File: config.mk
export PLATFORM = sky130hd
export DESIGN_NAME = wr_strobe_stretch
export DESIGN_NICKNAME = d
export VERILOG_FILES = /design/src/rtl/wss_pkg.sv /design/src/rtl/wss_edge_qual.sv /design/src/rtl/wss_count_sel.sv /design/src/rtl/wss_seq_fsm.sv /design/src/rtl/wr_strobe_stretch.sv
export SDC_FILE = /design/constraint.sdc
export NUM_CORES = 1
export LEC_CHECK = 0
export BUFFER_PORTS_ARGS = -buffer_cell sky130_fd_sc_hd__buf_2
export CAP_MARGIN = 5
export CORE_UTILIZATION = 40
export CTS_BUF_LIST = sky130_fd_sc_hd__clkbuf_16
export DETAILED_ROUTE_END_ITERATION = 12
export GPL_TIMING_DRIVEN = 1
export PLACE_DENSITY_LB_ADDON = 0.12
export SYNTH_ARGS = -nofsm -noshare
export SYNTH_HDL_FRONTEND = slang
export SYNTH_SLANG_ARGS = --single-unit
File: constraint.sdc
create_clock -name clk -period 1.9 [get_ports clk]
set_clock_uncertainty 0.05 [all_clocks]
set_input_delay 0.19 -clock clk [delete_from_list [all_inputs] [get_ports clk]]
set_output_delay 0.19 -clock clk [all_outputs]
set_load 0.05 [all_outputs]
File: src/rtl/wss_pkg.sv
package wss_pkg;

   typedef enum logic [1:0] {
      ST_IDLE       = 2'd0,
      ST_STROBE_LOW = 2'd1,
      ST_HOLD       = 2'd2,
      ST_DONE       = 2'd3
   } wss_state_e;

   // Ceiling division for elaboration-time cycle floors.
   function automatic int ceil_div(input int num, input int den);
      return (num + den - 1) / den;
   endfunction

   // Clamp a cycle floor to at least one cycle.
   function automatic int at_least_one(input int v);
      return (v < 1) ? 1 : v;
   endfunction

endpackage

File: src/rtl/wss_edge_qual.sv
module wss_edge_qual #(
   parameter int DATA_W      = 8,
   parameter int SYNC_STAGES = 0
) (
   input  logic              clk,
   input  logic              rst_n,
   input  logic              cs_n,
   input  logic              wr_n,
   input  logic [DATA_W-1:0] data_in,
   output logic              trig,
   output logic [DATA_W-1:0] data_al
);

   logic qual_raw;
   logic qual_al;
   logic qual_prev;

   assign qual_raw = ~cs_n & ~wr_n;

   generate
      if (SYNC_STAGES == 0) begin : g_direct
         assign qual_al = qual_raw;
         assign data_al = data_in;
      end else begin : g_sync
         logic [SYNC_STAGES-1:0] q_pipe;
         logic [DATA_W-1:0]      d_pipe [SYNC_STAGES];

         always_ff @(posedge clk or negedge rst_n) begin
            if (!rst_n) begin
               q_pipe <= '1;
               for (int i = 0; i < SYNC_STAGES; i++) begin
                  d_pipe[i] <= '0;
               end
            end else begin
               q_pipe[0] <= qual_raw;
               d_pipe[0] <= data_in;
               for (int i = 1; i < SYNC_STAGES; i++) begin
                  q_pipe[i] <= q_pipe[i-1];
                  d_pipe[i] <= d_pipe[i-1];
               end
            end
         end

         assign qual_al = q_pipe[SYNC_STAGES-1];
         assign data_al = d_pipe[SYNC_STAGES-1];
      end
   endgenerate

   // Previous value resets to "active" so a strobe held through reset
   // is not mistaken for a fresh edge.
   always_ff @(posedge clk or negedge rst_n) begin
      if (!rst_n) begin
         qual_prev <= 1'b1;
      end else begin
         qual_prev <= qual_al;
      end
   end

   assign trig = qual_al & ~qual_prev;

endmodule

File: src/rtl/wss_count_sel.sv
module wss_count_sel #(
   parameter int CNT_W = 8,
   parameter int FLOOR = 1
) (
   input  logic [CNT_W-1:0] cfg,
   output logic [CNT_W-1:0] eff_m1
);

   localparam logic [CNT_W-1:0] FLOOR_V = CNT_W'(FLOOR);
   localparam logic [CNT_W-1:0] ONE_V   = CNT_W'(1);

   logic [CNT_W-1:0] eff;

   generate
      if (FLOOR > 1) begin : g_floor
         assign eff = (cfg < FLOOR_V) ? FLOOR_V : cfg;
      end else begin : g_nonzero
         assign eff = (cfg == '0) ? ONE_V : cfg;
      end
   endgenerate

   assign eff_m1 = eff - ONE_V;

endmodule

File: src/rtl/wss_seq_fsm.sv
module wss_seq_fsm
   import wss_pkg::*;
#(
   parameter int DATA_W = 8,
   parameter int CNT_W  = 8
) (
   input  logic              clk,
   input  logic              rst_n,
   input  logic              trig,
   input  logic [DATA_W-1:0] data_in,
   input  logic [CNT_W-1:0]  low_m1,
   input  logic [CNT_W-1:0]  hold_m1,
   output logic              per_wr_n,
   output logic [DATA_W-1:0] per_data,
   output logic              ready,
   output logic              err
);

   wss_state_e       state;
   logic [CNT_W-1:0] cnt;
   logic [CNT_W-1:0] hold_q;
   logic             cnt_zero;
   logic             busy;

   assign cnt_zero = (cnt == '0);
   assign busy     = (state == ST_STROBE_LOW) || (state == ST_HOLD);

   always_ff @(posedge clk or negedge rst_n) begin
      if (!rst_n) begin
         state    <= ST_IDLE;
         cnt      <= '0;
         hold_q   <= '0;
         per_wr_n <= 1'b1;
         per_data <= '0;
         ready    <= 1'b1;
      end else begin
         unique case (state)
            ST_IDLE, ST_DONE: begin
               if (trig) begin
                  state    <= ST_STROBE_LOW;
                  cnt      <= low_m1;
                  hold_q   <= hold_m1;
                  per_data <= data_in;
                  per_wr_n <= 1'b0;
                  ready    <= 1'b0;
               end else begin
                  state <= ST_IDLE;
               end
            end
            ST_STROBE_LOW: begin
               if (cnt_zero) begin
                  state    <= ST_HOLD;
                  cnt      <= hold_q;
                  per_wr_n <= 1'b1;
               end else begin
                  cnt <= cnt - 1'b1;
               end
            end
            ST_HOLD: begin
               if (cnt_zero) begin
                  state <= ST_DONE;
                  ready <= 1'b1;
               end else begin
                  cnt <= cnt - 1'b1;
               end
            end
            default: begin
               state <= ST_IDLE;
            end
         endcase
      end
   end

   // Sticky overrun flag: only reset clears it.
   always_ff @(posedge clk or negedge rst_n) begin
      if (!rst_n) begin
         err <= 1'b0;
      end else if (trig && busy) begin
         err <= 1'b1;
      end
   end

endmodule

File: src/rtl/wr_strobe_stretch.sv
module wr_strobe_stretch
   import wss_pkg::*;
#(
   parameter int DATA_W       = 8,
   parameter int CNT_W        = 8,
   parameter int CLK_PS       = 8000,
   parameter int MIN_PULSE_PS = 900000,
   parameter int MIN_HOLD_PS  = 50000,
   parameter int SYNC_STAGES  = 0
) (
   input  logic              clk,
   input  logic              rst_n,
   input  logic              bus_cs_n,
   input  logic              bus_wr_n,
   input  logic [DATA_W-1:0] bus_data,
   input  logic [CNT_W-1:0]  cfg_low_cyc,
   input  logic [CNT_W-1:0]  cfg_hold_cyc,
   output logic              bus_ready,
   output logic              per_wr_n,
   output logic [DATA_W-1:0] per_data,
   output logic              err_overrun
);

   localparam int LOW_FLOOR  = at_least_one(ceil_div(MIN_PULSE_PS, CLK_PS));
   localparam int HOLD_FLOOR = at_least_one(ceil_div(MIN_HOLD_PS, CLK_PS));
   localparam int CNT_MAX    = (1 << CNT_W) - 1;

   generate
      if (DATA_W < 1) begin : g_bad_data_w
         $error("DATA_W must be at least 1");
      end
      if (CNT_W < 1 || CNT_W > 16) begin : g_bad_cnt_w
         $error("CNT_W must lie in 1..16");
      end
      if (CLK_PS < 1) begin : g_bad_clk
         $error("CLK_PS must be positive");
      end
      if (SYNC_STAGES < 0 || SYNC_STAGES > 4) begin : g_bad_sync
         $error("SYNC_STAGES must lie in 0..4");
      end
      if (LOW_FLOOR > CNT_MAX) begin : g_bad_low_floor
         $error("strobe-low floor does not fit in CNT_W bits");
      end
      if (HOLD_FLOOR > CNT_MAX) begin : g_bad_hold_floor
         $error("hold floor does not fit in CNT_W bits");
      end
   endgenerate

   logic              trig;
   logic [DATA_W-1:0] data_al;
   logic [CNT_W-1:0]  low_m1;
   logic [CNT_W-1:0]  hold_m1;

   wss_edge_qual #(
      .DATA_W      (DATA_W),
      .SYNC_STAGES (SYNC_STAGES)
   ) u_edge (
      .clk     (clk),
      .rst_n   (rst_n),
      .cs_n    (bus_cs_n),
      .wr_n    (bus_wr_n),
      .data_in (bus_data),
      .trig    (trig),
      .data_al (data_al)
   );

   wss_count_sel #(
      .CNT_W (CNT_W),
      .FLOOR (LOW_FLOOR)
   ) u_low_sel (
      .cfg    (cfg_low_cyc),
      .eff_m1 (low_m1)
   );

   wss_count_sel #(
      .CNT_W (CNT_W),
      .FLOOR (HOLD_FLOOR)
   ) u_hold_sel (
      .cfg    (cfg_hold_cyc),
      .eff_m1 (hold_m1)
   );

   wss_seq_fsm #(
      .DATA_W (DATA_W),
      .CNT_W  (CNT_W)
   ) u_fsm (
      .clk      (clk),
      .rst_n    (rst_n),
      .trig     (trig),
      .data_in  (data_al),
      .low_m1   (low_m1),
      .hold_m1  (hold_m1),
      .per_wr_n (per_wr_n),
      .per_data (per_data),
      .ready    (bus_ready),
      .err      (err_overrun)
   );

endmodule

Word-level counts from Yosys, hierarchy flattened --
Cells that the tools add are included.
Operators by class: eq/ne operators 7, add/subtract/negate cells 3, magnitude comparators 2, reduce and logical (&&, ||, !) cells 12, bitwise logic cells 5, muxes and demuxes 14
Operator list (count):
- $mux 8 | 5
- $pmux 8 s3 | 1
- $sub 8x1->8 const B | 3
- $logic_not 8->1 | 1
- $lt 8x3->1 const B | 1
- $lt 8x7->1 const B | 1
- $ne 2x1->1 const B | 3
- $pmux 2 s3 | 1
- $reduce_and 2->1 | 3
- $reduce_and 3->1 | 2
- $eq 2x2->1 const B | 2
- $mux 2 | 2
- $pmux 1 s2 | 2
- $reduce_bool 2->1 | 2
- $mux 1 | 3
- $not 1->1 | 3
- $and 1x1->1 | 2
- $eq 2x1->1 const B | 1
- $logic_not 2->1 | 1
- $ne 2x2->1 const B | 1
- $reduce_or 2->1 | 1
- $logic_and 1x1->1 | 1
- $logic_or 1x1->1 | 1
Storage, ports and cells: word-level logic and storage cells 51, register bits after elaboration 30, bits of input ports 28, output and inout bits 11

Depth between registers and ports, before layout --
depth after elaboration 5, depth in mapped cells 9, mapped depth without buffers 9

By module --
From an unflattened synthesis, not the netlist that was laid out.
Second synthesis, totals: cell total of the unflattened synthesis 213, area total of the unflattened synthesis 2052.0 um^2
By module, submodules not included:
- wss_seq_fsm | sequential area each 728.2 um^2, area each 1605.3 um^2, times used 1, cells each 153
- wss_count_sel at u_hold_sel | sequential area each 0.0 um^2, area each 173.9 um^2, times used 1, cells each 23
- wss_count_sel at u_low_sel | sequential area each 0.0 um^2, area each 172.7 um^2, times used 1, cells each 26
- wss_edge_qual | sequential area each 26.3 um^2, area each 100.1 um^2, times used 1, cells each 11

Worst setup path before layout --
OpenSTA, ideal clock, no wires.
kind reg2reg, from register u_fsm.cnt[0], to register u_fsm.cnt[6], data arrival time 1866 ps, clock period less this slack 1980 ps, setup time 64 ps, required time 1786 ps, cell stages (with the launch flop) 8, path slack -80 ps, buffers on the path 0, cell sequence dfrtp_1 -> inv_1 -> ha_1 -> nor3b_2 -> nand2_1 -> or3b_1 -> a2111oi_2 -> a211o_1
On the way: cells in the longest elaborated chain, start to end 3, elaborated cells between the ends (all ways) 7, classes of those cells 1 x add/sub; 1 x eq/ne; 3 x mux; 2 x reduce/logical
RTL lines:
- start, declared | RTL line wss_seq_fsm.sv:20 | logic [CNT_W-1:0] cnt;
- start signal, assigned | RTL line wss_seq_fsm.sv:41 | cnt <= low_m1;
- start signal, assigned | RTL line wss_seq_fsm.sv:53 | cnt <= hold_q;
- start signal, assigned | RTL line wss_seq_fsm.sv:56 | cnt <= cnt - 1'b1;
- $sub 8x1->8 / $logic_not 8->1 (equally long branches) | RTL line wss_seq_fsm.sv:56, wss_seq_fsm.sv:64, wss_seq_fsm.sv:25
- $mux 8 (tied with other cells) | RTL line wss_seq_fsm.sv:60 | if (cnt_zero) begin
- $pmux 8 s3 / $reduce_and 2->1 (equally long branches)
Parallel ways exist; a longest one is shown, timed or not. The select of a mux whose other input is x is not followed. A chain may end at the register's enable or synchronous reset.

Worst setup path in the final report --
Ends and elaborated chain as after synthesis.

==> impl_metrics.csv <==
group,metric,value,unit
worst_setup_path,cp_max_fo,3,
cells_and_area,most-common-layout-cells,"buf_2 (38), buf_4 (32), dfrtp_1 (27)",
sta,worst_slack,-0.0390,ns
status,violations,"negative setup slack",
cts,clkSlewWorstSetupHoldPaths,0.05,ns
synth,ys_warn_count,0,
sta,max_freq,0.516,GHz
placement,dp_hpwl,3350,µm
cts,cts_tree,"yes",
cells_and_area,diodes,0,
worst_setup_path,worst_ep_required_time,2.07,ns
route,wl_per_cell,14.2,µm
synth,async_reset_ff_share,100,%
floorplan,start_util,41.9,%
cts,clock_latency,0.27,ns
sta,maxSlewHeadroom,55.1,%
route,wirelength,4630,µm
floorplan,design.die.area,4900,µm²
synth,synth-edff-count,0,
placement,dpl_worst_slack,-0.110,ns
power,p_total,1.71,mW
sta,hold_viol_final,0,
floorplan,num_rows,24,
floorplan,chipWidth,70.0,µm
sta,tns,-0.0527,ns
global_route,grt_max_degree,31,
sta,slew_viol_final,0,
route,drt_iter0_drc,105,
placement,place_inst,313,
cells_and_area,drive_gt1_share,38.3,%
power,powerDensity,650,nW/µm²
job,drv_cap,0,
min_path,min_path_type,"in2reg",
synth,ys_seq_elements,30,
route,drc,0,
route,drt-pass1-iter-count,4,
floorplan,pin_count,39,
cts,root_buffer,"clkbuf_16",
cells_and_area,layout_commonest_cell,"buf_2",
placement,port_buffers,38,
power,vdd_drop_max,0.466,mV
cells_and_area,area.growth.synth_to_final,42.2,%
floorplan,core-area,4410,µm²
status,outcome,"finished, violations left",
cts,cts_buffers,5,
sta,fin_crit,1.94,ns
floorplan,die_h,70.0,µm
power,p_leak,1.26,nW
synth,syn_inst,198,
cells_and_area,finalNonFillerCells,326,
worst_setup_path,startpoint_type,"register",
synth,syn_area,1850,µm²
sta,fin_crit_sh,102,%
global_route,overflow,0,
route,via_per_inst,5.46,
cts,clk_path_buf_depth,2,
placement,gp_congestion,0.834,
worst_setup_path,cp.arrival,2.10,ns
route,ant_nets,0,
cells_and_area,fill_cells,373,
global_route,grt_pass1_wl,7600,µm
route,via_count,1781,
global_route,grt_pass1_vias,1645,
synth,synth-seq-area-share,40.8,%
global_route,grt.total_usage,19.4,%
sta,setup_viol,2,
cells_and_area,final_nets,306,
synth,syn-num-nets,231,
sta,rsz0062_at_grt,"true",
synth,synth.distinct_cells,54,
cts,cts.sinks,30,
cts,htree_levels,2,
global_route,antenna_found_initial,0,
worst_setup_path,path_class,"reg2reg",
synth,synth_ff_type,"dfrtp_1",
sta,max_slew.worst_pin.slew,0.674,ns
synth,syn-mean-instance-area,9.35,µm²
worst_setup_path,endpoint_kind,"register",
[cells by family (layout without fill, tap and decap cells)]
family | count (synthesis) | after routing | share of synthesized area [%]
buffers and inverters | 20 | 96 | 5.75
flip-flops | 30 | 30 | 40.8
AND/OR/NAND/NOR | 64 | 64 | 18.2
XOR/XNOR | 3 | 3 | 1.42
AO/OA/AOI/OAI | 66 | 66 | 24.4
adder cells (fa/ha/maj) | 5 | 5 | 3.38
multiplexers | 10 | 10 | 6.09
[layout make-up]
type                    count  area (µm²)  share of cell area (%)
repair buffers             77         514                    19.5
multi-input cells         148        1090                    41.4
clock buffers               5         125                    4.76
clock inverters             3        37.5                    1.43
flip-flops and latches     30         754                    28.7
inverters                  11        45.0                    1.71
well taps                  52        65.1                    2.47
[report_power, final]
group	internal, mW	switching, mW
Sequential	0.656	0.00944
Clock	0.608	0.269
Combinational	0.0742	0.0926
[final timing paths]
check	end	startpoint	slack, ns	depth (start not counted)
setup / recovery	u_fsm.cnt[6]$_DFFE_PN0P_	u_fsm.cnt[0]$_DFFE_PN0P_	-0.04	7
hold / removal	u_fsm.per_data[0]$_DFFE_PN0P_	bus_data[0]	0.08	2
setup reg to reg	u_fsm.cnt[6]$_DFFE_PN0P_	u_fsm.cnt[0]$_DFFE_PN0P_	-0.04	7
hold reg to reg	u_fsm.per_wr_n$_DFFE_PN1P_	u_fsm.per_wr_n$_DFFE_PN1P_	0.42	2
max in group asynchronous	u_fsm.cnt[3]$_DFFE_PN0P_	rst_n	0.91	2
min in group asynchronous	u_fsm.per_data[1]$_DFFE_PN0P_	rst_n	0.45	2
[per-stage QoR]
| step | utilization [%] | hold WS, ns | instance area [µm²] |
|---|---|---|---|
| 6_report | 59.6 | 0.0754 | 2630 |
| 5_1_grt | 59.6 | 0.0806 | 2630 |
| 4_1_cts | 57.3 | 0.0759 | 2530 |
| 3_5_place_dp | 52.6 | 0.218 | 2320 |
| 3_3_place_gp | 52.6 | 0.217 | 2320 |
| 2_1_floorplan | - | -0.156 | 1860 |
[state kept, by name, summed over array words and instances (netlist names)]
signal            flops
u_fsm.ready           1
u_edge.qual_prev      1
u_fsm.err             1
u_fsm.per_data        8
u_fsm.state           2
u_fsm.cnt             8
u_fsm.hold_q          8
u_fsm.per_wr_n        1
[critical path: stages (launching register included)]
cell	delay, ns
dfrtp_1	0.38
inv_1	0.07
ha_2	0.17
nor3b_4	0.25
nand2_1	0.10
or3b_4	0.41
a2111oi_4	0.31
a211o_1	0.13
[timing repair]
action,in CTS,in global routing
gates resized for setup,2,18
setup endpoints to repair,3,14
buffers inserted,1,1
hold buffers,3,0
cloned,0,0
pin swaps,1,5
hold endpoints to repair,28,0
[cell usage after synthesis, types with 2 or more instances]
cell      count  area share [%]
or4_1         2            0.81
nand2_1      16             3.2
ha_1          5             3.4
a31oi_1       5             1.7
dfstp_2       3             4.3
nor2_1       17             3.4
o21ai_1      12             3.2
buf_2         2            0.54
xor2_1        3             1.4
o31ai_1       6             2.4
buf_4         2            0.81
nand3_1       4             1.1
a211oi_1      2            0.81
a21oi_1      11             3.0
o21ai_0       7             1.9
nor3_1        7             1.9
o21a_1        2            0.81
inv_1         9             1.8
a211o_1       2            0.95
dfrtp_1      27              37
nand2b_1      3             1.0
clkbuf_1      3            0.61
or3_1         4             1.4
a21o_1        3             1.2
a22o_1        4             1.9
mux2_1        9             5.5
[per-layer routing]
metal | vias up | GRT usage, % | routed length, µm
met5 | - | 0 | 0
met4 | 0 | 6.22 | 78
li1 | 880 | - | -
met1 | 856 | 26.3 | 2220
met2 | 37 | 31.3 | 2190
met3 | 8 | 3.46 | 144
Note: power is estimated with default switching activity, not from simulation.
